===== src/rtl/mac_pe_pkg.sv =====
// Package: shared types and fixed operand geometry for the MAC element.
// Assumes: lanes are at most 4 bits wide; the narrow setting uses 2 of them.
package mac_pe_pkg;

    // Operand interpretation selected by prec_i
    typedef enum logic {
        PREC_WIDE   = 1'b0,
        PREC_NARROW = 1'b1
    } prec_e;

    // Number of significant lane bits in the narrow setting
    localparam int unsigned NARROW_BITS = 2;

endpackage


===== src/rtl/mac_operand_decode.sv =====
// Module: mac_operand_decode
// Turns the raw lanes into a signed weight and an unsigned activation,
// both OPW bits wide, according to the precision setting.
// Assumes: OPW >= NARROW_BITS. Narrow weights are sign-extended from
// their top used bit; narrow activations are zero-extended.
module mac_operand_decode
    import mac_pe_pkg::*;
#(
    parameter int unsigned OPW = 4
) (
    input  prec_e           prec,
    input  logic [OPW-1:0]  wgt_raw,
    input  logic [OPW-1:0]  act_raw,
    output logic [OPW-1:0]  wgt_dec,
    output logic [OPW-1:0]  act_dec
);

    localparam int unsigned NB  = NARROW_BITS;
    localparam int unsigned EXT = OPW - NB;

    logic [OPW-1:0] wgt_narrow;
    logic [OPW-1:0] act_narrow;

    generate
        if (EXT > 0) begin : g_ext
            // Extend the low lane bits to full operand width
            always_comb begin
                wgt_narrow = {{EXT{wgt_raw[NB-1]}}, wgt_raw[NB-1:0]};
                act_narrow = {{EXT{1'b0}}, act_raw[NB-1:0]};
            end
        end else begin : g_noext
            // Lanes already narrow: pass through
            always_comb begin
                wgt_narrow = wgt_raw;
                act_narrow = act_raw;
            end
        end
    endgenerate

    // Pick the interpretation chosen by the precision setting
    always_comb begin
        if (prec == PREC_NARROW) begin
            wgt_dec = wgt_narrow;
            act_dec = act_narrow;
        end else begin
            wgt_dec = wgt_raw;
            act_dec = act_raw;
        end
    end

endmodule


===== src/rtl/mac_mul.sv =====
// Module: mac_mul
// Signed-by-unsigned multiplier. The weight is two's complement and the
// activation is a magnitude, so the product lies in
// [-2^(OPW-1)*(2^OPW-1), (2^(OPW-1)-1)*(2^OPW-1)] and fits in 2*OPW bits.
// Assumes: no zero-point; the operands are used as they arrive.
module mac_mul #(
    parameter int unsigned OPW = 4,
    parameter int unsigned PW  = 2 * OPW
) (
    input  logic [OPW-1:0]  wgt,
    input  logic [OPW-1:0]  act,
    output logic [PW-1:0]   prod
);

    localparam int unsigned XW = PW + 1;

    logic signed [XW-1:0] wgt_x;
    logic signed [XW-1:0] act_x;
    logic signed [XW-1:0] full;

    // Extend the weight as signed and the activation as unsigned, then multiply
    always_comb begin
        wgt_x = $signed({{(XW-OPW){wgt[OPW-1]}}, wgt});
        act_x = $signed({{(XW-OPW){1'b0}}, act});
        full  = wgt_x * act_x;
        prod  = full[PW-1:0];
    end

endmodule


===== src/rtl/mac_sat_acc.sv =====
// Module: mac_sat_acc
// Narrow saturating accumulator with bias preload and a sticky clamp flag.
// Assumes: load and add_en are never high unless the beat is accepted;
// when load is high, add_en is high too.
module mac_sat_acc #(
    parameter int unsigned PW     = 8,
    parameter int unsigned BIAS_W = 8,
    parameter int unsigned ACC_W  = 16
) (
    input  logic              clk,
    input  logic              rst_n,
    input  logic              add_en,
    input  logic              load,
    input  logic [BIAS_W-1:0] bias,
    input  logic [PW-1:0]     prod,
    output logic [ACC_W-1:0]  acc,
    output logic              ovf
);

    localparam int unsigned SW = ACC_W + 1;
    localparam logic [ACC_W-1:0] ACC_MAX = {1'b0, {(ACC_W-1){1'b1}}};
    localparam logic [ACC_W-1:0] ACC_MIN = {1'b1, {(ACC_W-1){1'b0}}};

    logic [ACC_W-1:0] base;
    logic [SW-1:0]    sum;
    logic [ACC_W-1:0] sum_sat;
    logic             clip;

    // Choose the starting point: the sign-extended bias or the running sum
    always_comb begin
        if (load) base = {{(ACC_W-BIAS_W){bias[BIAS_W-1]}}, bias};
        else      base = acc;
    end

    // Add one extra bit, then clamp when the top two bits disagree
    always_comb begin
        sum  = {base[ACC_W-1], base} + {{(SW-PW){prod[PW-1]}}, prod};
        clip = sum[SW-1] ^ sum[SW-2];
        if (!clip)          sum_sat = sum[ACC_W-1:0];
        else if (sum[SW-1]) sum_sat = ACC_MIN;
        else                sum_sat = ACC_MAX;
    end

    // Accumulator register
    always_ff @(posedge clk) begin
        if (!rst_n)      acc <= '0;
        else if (add_en) acc <= sum_sat;
    end

    // Sticky clamp flag: cleared by a preload, set by any clamp
    always_ff @(posedge clk) begin
        if (!rst_n)      ovf <= 1'b0;
        else if (add_en) ovf <= (load ? 1'b0 : ovf) | clip;
    end

endmodule


===== src/rtl/mixsign_mac_pe.sv =====
// Module: mixsign_mac_pe (top)
// One mixed-sign multiply-accumulate element. Beats are accepted from a
// start beat up to and including a last beat; the partial sum is flagged
// valid one cycle after the last beat.
// Assumes: inputs are synchronous to clk; start_i and last_i count only
// when in_valid_i is high.
module mixsign_mac_pe
    import mac_pe_pkg::*;
#(
    parameter int unsigned OPW    = 4,
    parameter int unsigned BIAS_W = 8,
    parameter int unsigned ACC_W  = 16
) (
    input  logic              clk,
    input  logic              rst_n,
    input  logic              prec_i,
    input  logic              in_valid_i,
    input  logic              start_i,
    input  logic              last_i,
    input  logic [BIAS_W-1:0] bias_i,
    input  logic [OPW-1:0]    wgt_i,
    input  logic [OPW-1:0]    act_i,
    output logic [ACC_W-1:0]  psum_o,
    output logic              psum_valid_o,
    output logic              ovf_o
);

    localparam int unsigned PW = 2 * OPW;

    prec_e          prec;
    logic [OPW-1:0] wgt_dec;
    logic [OPW-1:0] act_dec;
    logic [PW-1:0]  prod;
    logic           busy_q;
    logic           accept;
    logic           load;
    logic           valid_q;

    // Map the precision pin onto the shared enum
    always_comb prec = prec_e'(prec_i);

    mac_operand_decode #(.OPW(OPW)) dec_i (
        .prec    (prec),
        .wgt_raw (wgt_i),
        .act_raw (act_i),
        .wgt_dec (wgt_dec),
        .act_dec (act_dec)
    );

    mac_mul #(.OPW(OPW), .PW(PW)) mul_i (
        .wgt  (wgt_dec),
        .act  (act_dec),
        .prod (prod)
    );

    // Accept a beat when it starts an output or continues an open one
    always_comb begin
        load   = in_valid_i && start_i;
        accept = in_valid_i && (start_i || busy_q);
    end

    mac_sat_acc #(.PW(PW), .BIAS_W(BIAS_W), .ACC_W(ACC_W)) acc_i (
        .clk    (clk),
        .rst_n  (rst_n),
        .add_en (accept),
        .load   (load),
        .bias   (bias_i),
        .prod   (prod),
        .acc    (psum_o),
        .ovf    (ovf_o)
    );

    // Track whether an output is open; a last beat closes it
    always_ff @(posedge clk) begin
        if (!rst_n)      busy_q <= 1'b0;
        else if (accept) busy_q <= !last_i;
    end

    // Pulse valid in the cycle after an accepted last beat
    always_ff @(posedge clk) begin
        if (!rst_n) valid_q <= 1'b0;
        else        valid_q <= accept && last_i;
    end

    always_comb psum_valid_o = valid_q;

endmodule


===== config.mk =====
export PLATFORM = sky130hd
export DESIGN_NAME = mixsign_mac_pe
export DESIGN_NICKNAME = d
export VERILOG_FILES = /design/src/rtl/mac_pe_pkg.sv /design/src/rtl/mac_operand_decode.sv /design/src/rtl/mac_mul.sv /design/src/rtl/mac_sat_acc.sv /design/src/rtl/mixsign_mac_pe.sv
export SDC_FILE = /design/constraint.sdc
export NUM_CORES = 1
export LEC_CHECK = 0
export ABC_AREA = 1
export BUFFER_PORTS_ARGS = -buffer_cell sky130_fd_sc_hd__buf_2
export CORE_MARGIN = 3
export CORE_UTILIZATION = 30
export DETAILED_ROUTE_END_ITERATION = 6
export GPL_TIMING_DRIVEN = 0
export PLACE_DENSITY = 0.53
export SYNTH_ARGS = -nofsm -noshare
export SYNTH_HDL_FRONTEND = slang
export SYNTH_SLANG_ARGS = --single-unit

===== constraint.sdc =====
create_clock -name clk -period 5.4 [get_ports clk]
set_input_delay 0.81 -clock clk [delete_from_list [all_inputs] [get_ports clk]]
set_output_delay 0.81 -clock clk [all_outputs]
set_load 0.01 [all_outputs]

==> impl_metrics.yaml, run 1 <==
status:
  outcome: "finished clean"
setup_path:
  critPathMaxStageDelay_ns: 0.49
  crit_required_ns: 5.60
  crit_slowest_cell: "fa_1"
  crit_type: "primary input to flip-flop"
  startpoint_type: "primary input"
  cpLargestDelayFamily: "adder cells"
  critPathBufInv: 7
  setup.worst_path.end_class: "flip-flop"
  crit_top_cell: "nand2_2"
  critPathArrivalTime_ns: 5.42
  cp_max_fo: 5
clock_tree:
  cts.sinks: 19
  cts_root_buf: "clkbuf_8"
  clk_pin_slew_ns: 0.07
  insertion_delay_ns: 0.26
  cts_buffers: 3
  clock_path_buffers: 2
  htree_levels: 1
  tritoncts: "yes"
  cts_hold_buf: 0
routing:
  drt-total-wl_mm: 6.88
  drt_iter0_drc: 92
  drcViolationCount: 0
  vias: 2613
  via_per_inst: 4.62
  antenna_left: 0
  wire_per_inst_um: 12.2
  firstDrtPassIters: 4
yosys:
  ys_seq_area_frac: 0.145
  async_flop_share: 0
  synth-edff-count: 0
  ys_types: 38
  avgSynthCellArea_um2: 6.62
  synth_warnings: 0
  synth_common_cells: "nand2_1, inv_1, ha_1, nand3_1, nor2_1"
  ys.flop_type: "dfxtp_1"
  synth-seq-cells: 19
  yosysTopAreaCell: "nand2_1"
  synth_area_leaders: "nand2_1, dfxtp_1, ha_1, inv_1, nand3_2"
  synth_top_area_frac: 0.164
  synth_fp_nets: 451
  syn_area_mm2: 0.00262
  synthMostInstantiatedCell: "nand2_1"
  postSynthCellCount: 395
grt:
  grt_first_pass_wirelength_mm: 11.2
  grt_usage: 0.136
  grt-ovfl-total: 0
  grt_max_degree: 12
  first_global_vias: 2400
  antenna_found_initial: 0
run:
  cap_viol_max_count: 0
pwr:
  powerDensity_mw_per_mm2: 283
  p_leak_nw: 1.86
  power_mw: 0.967
  peakVddDrop_mv: 0.145
sta:
  skew_ns: 0.00383
  slew_violations: 0
  hold_viol: 0
  tightest_slew_ns: 0.678
  timing.hold.ws_ns: 0.501
  relSlewSlack: 0.548
  timing.final.crit_share: 0.967
  final.setup.worst_slack_ns: 0.179
  period_needed_ns: 5.22
  fmax_mhz: 192
  final-setup-viol-count: 0
  setup_tns_ns: 0
layout:
  finalNonFillerCells: 566
  drive_gt1_frac: 0.373
  final_nets: 518
  syn_to_final_growth_pct: 30.6
  final_area_mm2: 0.00342
  utilization: 0.410
  n_antenna_cell: 0
  nFillCells: 888
  seq_area_um2: 380
  multi_input_area_mm2: 0.00211
floorplan:
  die_h_um: 99.4
  die_area_mm2: 0.00988
  pin_count: 40
  initial_utilization: 0.314
  fp-row-count: 33
  die_w_um: 99.4
  placeableCoreArea_mm2: 0.00834
place:
  portBuffers: 39
  post-place-ws_ns: -0.637
  dpl_cell_area_mm2: 0.00295
  place_congestion: 0.822
  dp_hpwl_mm: 5.19
  dp.cells: 539
hold_path:
  hp-class: "flip-flop to flip-flop"
[worst min-delay path: cells and delay by family, from the launching register on]
family             cells  cell delay [ns]
DFF                    1             0.33
AOI/OAI and AO/OA      1             0.06
and+or+nand+nor        1             0.07
[cell type report]
type,instances,area share
inverters,67,0.0751
repair buffers,63,0.127
plain buffers,8,0.0157
well taps,105,0.0384
clock buffers,3,0.0121
multi-input cells,300,0.619
flip-flops and latches,19,0.111
clock inverters,1,0.00146
[state kept, by name, summed over array words and instances (netlist names)]
register	cells
psum_valid_o	1
acc_i.acc	16
busy_q	1
acc_i.ovf	1
[routing by layer]
layer / vias to the layer above / track usage / wire [um]
li1: 1386 / - / -
met1: 1189 / 0.188 / 3310
met2: 33 / 0.232 / 3360
met3: 5 / 0.00912 / 152
met4: 0 / 0.0315 / 68
met5: - / 0 / 0
[final timing paths]
path	startpoint	end	slack [ns]	cells past startpoint
worst min-delay path	acc_i.acc[0]	acc_i.acc[0]	0.50	2
worst max-delay path	wgt_i[1]	acc_i.acc[7]	0.18	30
worst max register to register	acc_i.acc[0]	acc_i.acc[7]	2.61	19
worst min register to register	acc_i.acc[0]	acc_i.acc[0]	0.50	2
[timing repair]
action                     CTS  global route
pin swaps                    9            27
setup buffers               10            12
cloned                       1             1
setup endpoints to repair   16            17
gates resized for setup     16            39
[layout by cell type (no fill, tap or decap), types with 2 or more instances in the layout]
| master | netlist | layout |
|---|---|---|
| xnor2_1 | 3 | 3 |
| o21ai_1 | 3 | 4 |
| nor2_1 | 23 | 19 |
| a21oi_1 | 18 | 12 |
| nand3_2 | 15 | 21 |
| nand2_4 | 3 | 6 |
| a21oi_4 | 0 | 2 |
| nand2_2 | 12 | 17 |
| o21ai_2 | 2 | 2 |
| nand3b_1 | 3 | 3 |
| xor2_1 | 10 | 10 |
| clkbuf_8 | 0 | 3 |
| a21oi_2 | 10 | 14 |
| ha_2 | 0 | 2 |
| nand4_1 | 2 | 2 |
| inv_2 | 15 | 16 |
| nand4_4 | 1 | 2 |
| buf_6 | 2 | 5 |
| ha_1 | 28 | 21 |
| nand3_4 | 2 | 2 |
| dfxtp_1 | 19 | 19 |
| buf_2 | 1 | 39 |
| o21bai_1 | 2 | 2 |
| o21ai_0 | 11 | 10 |
| inv_1 | 51 | 48 |
| inv_4 | 0 | 2 |
| buf_12 | 0 | 2 |
| nor2_2 | 0 | 4 |
| clkbuf_1 | 3 | 3 |
| fa_1 | 6 | 5 |
| nand3_1 | 23 | 17 |
| buf_4 | 2 | 21 |
| ha_4 | 0 | 5 |
| nand2_1 | 114 | 106 |
[power by group]
group          total (mW)  internal, mW  leakage (nW)  switching, mW
Clock               0.100        0.0514        0.0255         0.0488
Combinational       0.677         0.291          1.68          0.386
Sequential          0.190         0.168         0.156         0.0219
[cells by family after synthesis]
group | after synthesis | synth area share
buffers and inverters | 76 | 0.122
flip-flops | 19 | 0.145
AO/OA/AOI/OAI | 47 | 0.110
adder cells (fa/ha/maj) | 34 | 0.180
XOR/XNOR | 13 | 0.0435
AND/OR/NAND/NOR | 206 | 0.399
No activity file was read; power rests on OpenSTA's default activity.
==> run 2: changes to the inputs <==
--- a/config.mk
+++ b/config.mk
@@ -6,12 +6,11 @@
 export NUM_CORES = 1
 export LEC_CHECK = 0
 export ABC_AREA = 1
-export BUFFER_PORTS_ARGS = -buffer_cell sky130_fd_sc_hd__buf_2
 export CORE_MARGIN = 3
 export CORE_UTILIZATION = 30
 export DETAILED_ROUTE_END_ITERATION = 6
-export GPL_TIMING_DRIVEN = 0
-export PLACE_DENSITY = 0.53
+export DONT_BUFFER_PORTS = 1
+export PLACE_DENSITY = 0.49
 export SYNTH_ARGS = -nofsm -noshare
 export SYNTH_HDL_FRONTEND = slang
 export SYNTH_SLANG_ARGS = --single-unit
==> run 2 against run 1 <==
Effect of this change:
- via count decreased by 5.9%
- design area decreased by 11%
- flip-flop and latch count did not move
- register-to-register slack got worse by 0.09 ns
- fmax increased by 2.6%
- non-clock buffer count fell by 45
- count of clock-buffer cells in the layout increased by 1
- die area unchanged
- total power fell by 6.9%
- sequential share of layout area up 1.4 points
- critical path type unchanged
- largest cell class unchanged
- highest routed layer unchanged
==> impl_metrics.yaml, run 2 (synthesis results as in run 1) <==
sta:
  hold_viol: 0
  relSlewSlack: 0.335
  skew_ns: 0.00375
  tightest_slew_ns: 0.995
  slew_violations: 0
  fmax_mhz: 197
  final.setup.worst_slack_ns: 0.312
  timing.final.crit_share: 0.942
  final-setup-viol-count: 0
  period_needed_ns: 5.09
layout:
  top_register: "acc_i.acc"
  final_area_mm2: 0.00303
  layout_common_cells: "nand2_1, inv_1, ha_1"
  nFillCells: 949
  finalNonFillerCells: 523
  syn_to_final_growth_pct: 15.9
  final_nets: 475
  utilization: 0.363
  drive_gt1_frac: 0.263
  largest_register_ffs: 16
  layout_commonest_cell: "nand2_1"
  n_antenna_cell: 0
clock_tree:
  cts_hold_buf: 0
  insertion_delay_ns: 0.26
  cts_root_buf: "clkbuf_8"
  clk_pin_slew_ns: 0.07
  tritoncts: "yes"
  htree_levels: 1
  clock_path_buffers: 2
  cts_buffers: 3
  cts.sinks: 19
place:
  dp_hpwl_mm: 5.28
  portBuffers: 0
  post-place-ws_ns: -0.149
  place_congestion: 0.869
  dpl_cell_area_mm2: 0.00285
  dp.cells: 514
routing:
  firstDrtPassIters: 4
  wire_per_inst_um: 12.8
  drcViolationCount: 0
  vias: 2458
  drt-total-wl_mm: 6.71
  antenna_left: 0
  drt_iter0_drc: 78
  via_per_inst: 4.70
floorplan:
  die_area_mm2: 0.00988
  pin_count: 40
  placeableCoreArea_mm2: 0.00834
  fp-row-count: 33
  die_w_um: 99.4
  die_h_um: 99.4
  initial_utilization: 0.314
pwr:
  peakVddDrop_mv: 0.168
  power_mw: 0.900
  p_leak_nw: 1.63
  powerDensity_mw_per_mm2: 297
grt:
  grt_first_pass_wirelength_mm: 10.8
  antenna_found_initial: 0
  grt-ovfl-total: 0
  first_global_vias: 2295
  grt_max_degree: 21
  grt_usage: 0.131
setup_path:
  startpoint_type: "primary input"
  critPathArrivalTime_ns: 5.21
  setup.worst_path.end_class: "flip-flop"
  crit_required_ns: 5.52
  crit_type: "primary input to flip-flop"
  cp_max_fo: 8
run:
  cap_viol_max_count: 0
status:
  outcome: "finished clean"
hold_path:
  hp-class: "flip-flop to flip-flop"
## run 2: layout make-up
type / instances / area, um2 / share of cell area
multi-input cells: 302 / 2030 / 0.669
flip-flops and latches: 19 / 380 / 0.125
repair buffers: 26 / 195 / 0.0644
well taps: 105 / 131 / 0.0433
inverters: 67 / 251 / 0.0830
clock buffers: 4 / 45.0 / 0.0149
## run 2: what timing repair did
item | 4_1_cts | 5_1_grt
endpoints found under the setup margin | 0 | 17
buffers inserted | 0 | 3
gates resized for setup | 0 | 20
## run 2: final timing paths
kind                                   start           end  slack [ns]  cells past startpoint
worst max-delay path                wgt_i[1]  acc_i.acc[1]        0.31                     23
worst max register to register  acc_i.acc[0]  acc_i.acc[4]        2.52                     17
worst min register to register  acc_i.acc[0]  acc_i.acc[0]        0.56                      2
worst min-delay path            acc_i.acc[0]  acc_i.acc[0]        0.56                      2
## run 2: layer usage
layer | up-vias | wire (um) | GRT usage
met3 | 7 | 205 | 0.0133
met4 | 0 | 104 | 0.0347
met1 | 1105 | 3410 | 0.186
met5 | - | 0 | 0
li1 | 1302 | - | -
met2 | 44 | 2990 | 0.212
## run 2: per-stage QoR
step	TNS (ns)	hold slack (ns)
finish	0	0.560
global placement	-1.21	0.529
detailed placement	-2.19	0.546
global route	-0.127	0.595
floorplan	0	0.502
CTS	0	0.560
## run 2: report_power, final
group          leakage [nW]  total [mW]  switching (mW)  internal (mW)
clock network        0.0228       0.102          0.0497         0.0526
registers             0.156       0.207          0.0392          0.168
logic                  1.45       0.590           0.350          0.240
## run 2: worst max-delay path, cell delays in order
cell	delay, ns
nand2_2	0.07
inv_2	0.05
a21oi_2	0.12
inv_1	0.05
nand2_1	0.06
fa_1	0.44
fa_1	0.55
inv_1	0.05
fa_1	0.46
ha_2	0.21
fa_2	0.34
nand3_1	0.12
nor2b_2	0.18
nand3_2	0.12
nand2_4	0.13
ha_1	0.29
a21o_1	0.21
a21oi_1	0.28
nand4_4	0.21
nand2_4	0.19
nand2_8	0.09
nand3b_1	0.10
a21oi_1	0.09
==> run 3: changes to the inputs <==
--- a/config.mk
+++ b/config.mk
@@ -7,10 +7,10 @@
 export LEC_CHECK = 0
 export ABC_AREA = 1
 export CORE_MARGIN = 3
-export CORE_UTILIZATION = 30
+export CORE_UTILIZATION = 50
 export DETAILED_ROUTE_END_ITERATION = 6
 export DONT_BUFFER_PORTS = 1
-export PLACE_DENSITY = 0.49
+export PLACE_DENSITY = 0.72
 export SYNTH_ARGS = -nofsm -noshare
 export SYNTH_HDL_FRONTEND = slang
 export SYNTH_SLANG_ARGS = --single-unit
==> run 3 against run 2 <==
Effect of this change:
- combinational power shrank 7.5%
- hold slack lost 0.023 ns
- non-clock buffer count shrank 7
- wire length decreased by 9.5%
- utilization rose by 23 points
- first-iteration DRC count is 13% higher
- die area shrank 38%
- critical path type unchanged
- largest cell class unchanged
- largest power group unchanged
==> impl_metrics.yaml, run 3 (synthesis results as in run 1) <==
place:
  dp_hpwl_mm: 4.78
  place_congestion: 0.916
  dp.cells: 469
  portBuffers: 0
  post-place-ws_ns: -0.158
clock_tree:
  cts_root_buf: "clkbuf_8"
  tritoncts: "yes"
  clk_pin_slew_ns: 0.07
  cts_hold_buf: 0
  insertion_delay_ns: 0.27
  clock_path_buffers: 2
  htree_levels: 1
  cts_buffers: 3
  cts.sinks: 19
floorplan:
  die_h_um: 78.3
  fp-row-count: 25
  pin_count: 40
  die_area_mm2: 0.00614
  placeableCoreArea_mm2: 0.00488
  die_w_um: 78.3
  initial_utilization: 0.536
layout:
  multi_input_area_mm2: 0.00199
  n_antenna_cell: 0
  syn_to_final_growth_pct: 10.9
  layout_commonest_cell: "nand2_1"
  layout_common_cells: "nand2_1, inv_1, ha_1"
  nFillCells: 464
  seq_area_um2: 380
  final_nets: 468
  largest_register_ffs: 16
  drive_gt1_frac: 0.234
  top_register: "acc_i.acc"
  finalNonFillerCells: 478
  utilization: 0.595
setup_path:
  critPathMaxStageDelay_ns: 0.56
  rr_worst_depth: 16
  rrSetupSlack_ns: 2.51
  crit_chain: "nand2_2 -> inv_2 -> a21oi_2 -> inv_1 -> nand2_1 -> fa_1 -> fa_1 -> inv_1 -> fa_1 -> ha_1 -> fa_2 -> nand3_1 -> nor2b_4 -> nand3_2 -> nand2_4 -> ha_1 -> a21o_1 -> a21oi_1 -> nand4_4 -> nand2_4 -> nand2_4 -> nand3b_1 -> a21oi_1"
  cpLargestDelayFamily: "adder cells"
  cp_max_fo: 8
  critPathBufInv: 3
  r2r-start: "acc_i.acc[0]"
  timing.rr.end: "acc_i.acc[12]"
  crit_slowest_cell: "fa_1"
  crit_required_ns: 5.52
  startpoint_type: "primary input"
  setup.worst_path.end_class: "flip-flop"
  crit_type: "primary input to flip-flop"
  critPathArrivalTime_ns: 5.22
grt:
  grt_usage: 0.201
  grt_max_degree: 21
  first_global_vias: 2214
  antenna_found_initial: 0
  grt-ovfl-total: 0
  grt_first_pass_wirelength_mm: 10.0
routing:
  firstDrtPassIters: 4
  via_per_inst: 5.16
  drcViolationCount: 0
  antenna_left: 0
  drt-total-wl_mm: 6.07
  drt_iter0_drc: 88
  vias: 2466
  wire_per_inst_um: 12.7
sta:
  setup_tns_ns: 0
  tightest_slew_ns: 0.977
  hold_viol: 0
  timing.final.crit_share: 0.943
  timing.hold.ws_ns: 0.538
  skew_ns: 0.00620
  fmax_mhz: 196
  relSlewSlack: 0.347
  slew_violations: 0
  final.setup.worst_slack_ns: 0.307
  period_needed_ns: 5.09
  final-setup-viol-count: 0
run:
  cap_viol_max_count: 0
hold_path:
  worstHoldStart: "acc_i.acc[0]"
  hold_depth: 2
  hp-class: "flip-flop to flip-flop"
  whs_endpoint: "acc_i.acc[0]"
pwr:
  powerDensity_mw_per_mm2: 295
  peakVddDrop_mv: 0.238
  p_leak_nw: 1.61
status:
  outcome: "finished clean"
-- run 3: final cells by class --
class,count,share of cell area
multi-input combinational,302,0.687
sequential,19,0.131
inverter,67,0.0875
timing repair buffer,19,0.0492
tap,67,0.0289
clock buffer,3,0.0142
clock inverter,1,0.00172
-- run 3: per-layer routing --
layer  vias to the layer above  wire length, um  share of wire  track usage
met4                         0               81          0.013       0.0542
met5                         -                0              0            0
met3                         7              332          0.055       0.0287
met1                      1110             2840           0.47        0.275
met2                        59             2820           0.46        0.331
li1                       1290                -              -            -
-- run 3: worst max path at each step --
stage | cells after the start | to | start | slack [ns]
finish | 23 | acc_i.acc[1] | wgt_i[1] | 0.31
global route | 27 | acc_i.acc[1] | wgt_i[1] | -0.02
CTS | 26 | acc_i.acc[4] | wgt_i[1] | 0.09
detailed placement | 26 | acc_i.acc[4] | wgt_i[1] | -0.16
global placement | 26 | acc_i.acc[4] | wgt_i[1] | -0.03
floorplan | 27 | acc_i.acc[10] | wgt_i[1] | 0.01
-- run 3: worst min-delay path: stages (launching register included) --
cell and delay (ns):
dfxtp_1 0.36, nand2_1 0.08, a21oi_1 0.06
-- run 3: stage by stage --
stage / area [um2] / total power, mW
finish: 2900 / 0.857
global route: 2900 / 0.934
CTS: 2800 / 0.819
detailed placement: 2750 / 0.712
global placement: 2750 / 0.706
floorplan: 2620 / 0.609
-- run 3: power by group --
group	switching, mW	internal [mW]
Sequential	0.0389	0.168
Combinational	0.334	0.211
Clock	0.0524	0.0516
-- run 3: repair_timing --
action                     CTS  global route
setup endpoints to repair    0            16
gates resized for setup      0            13
buffers inserted             0             3
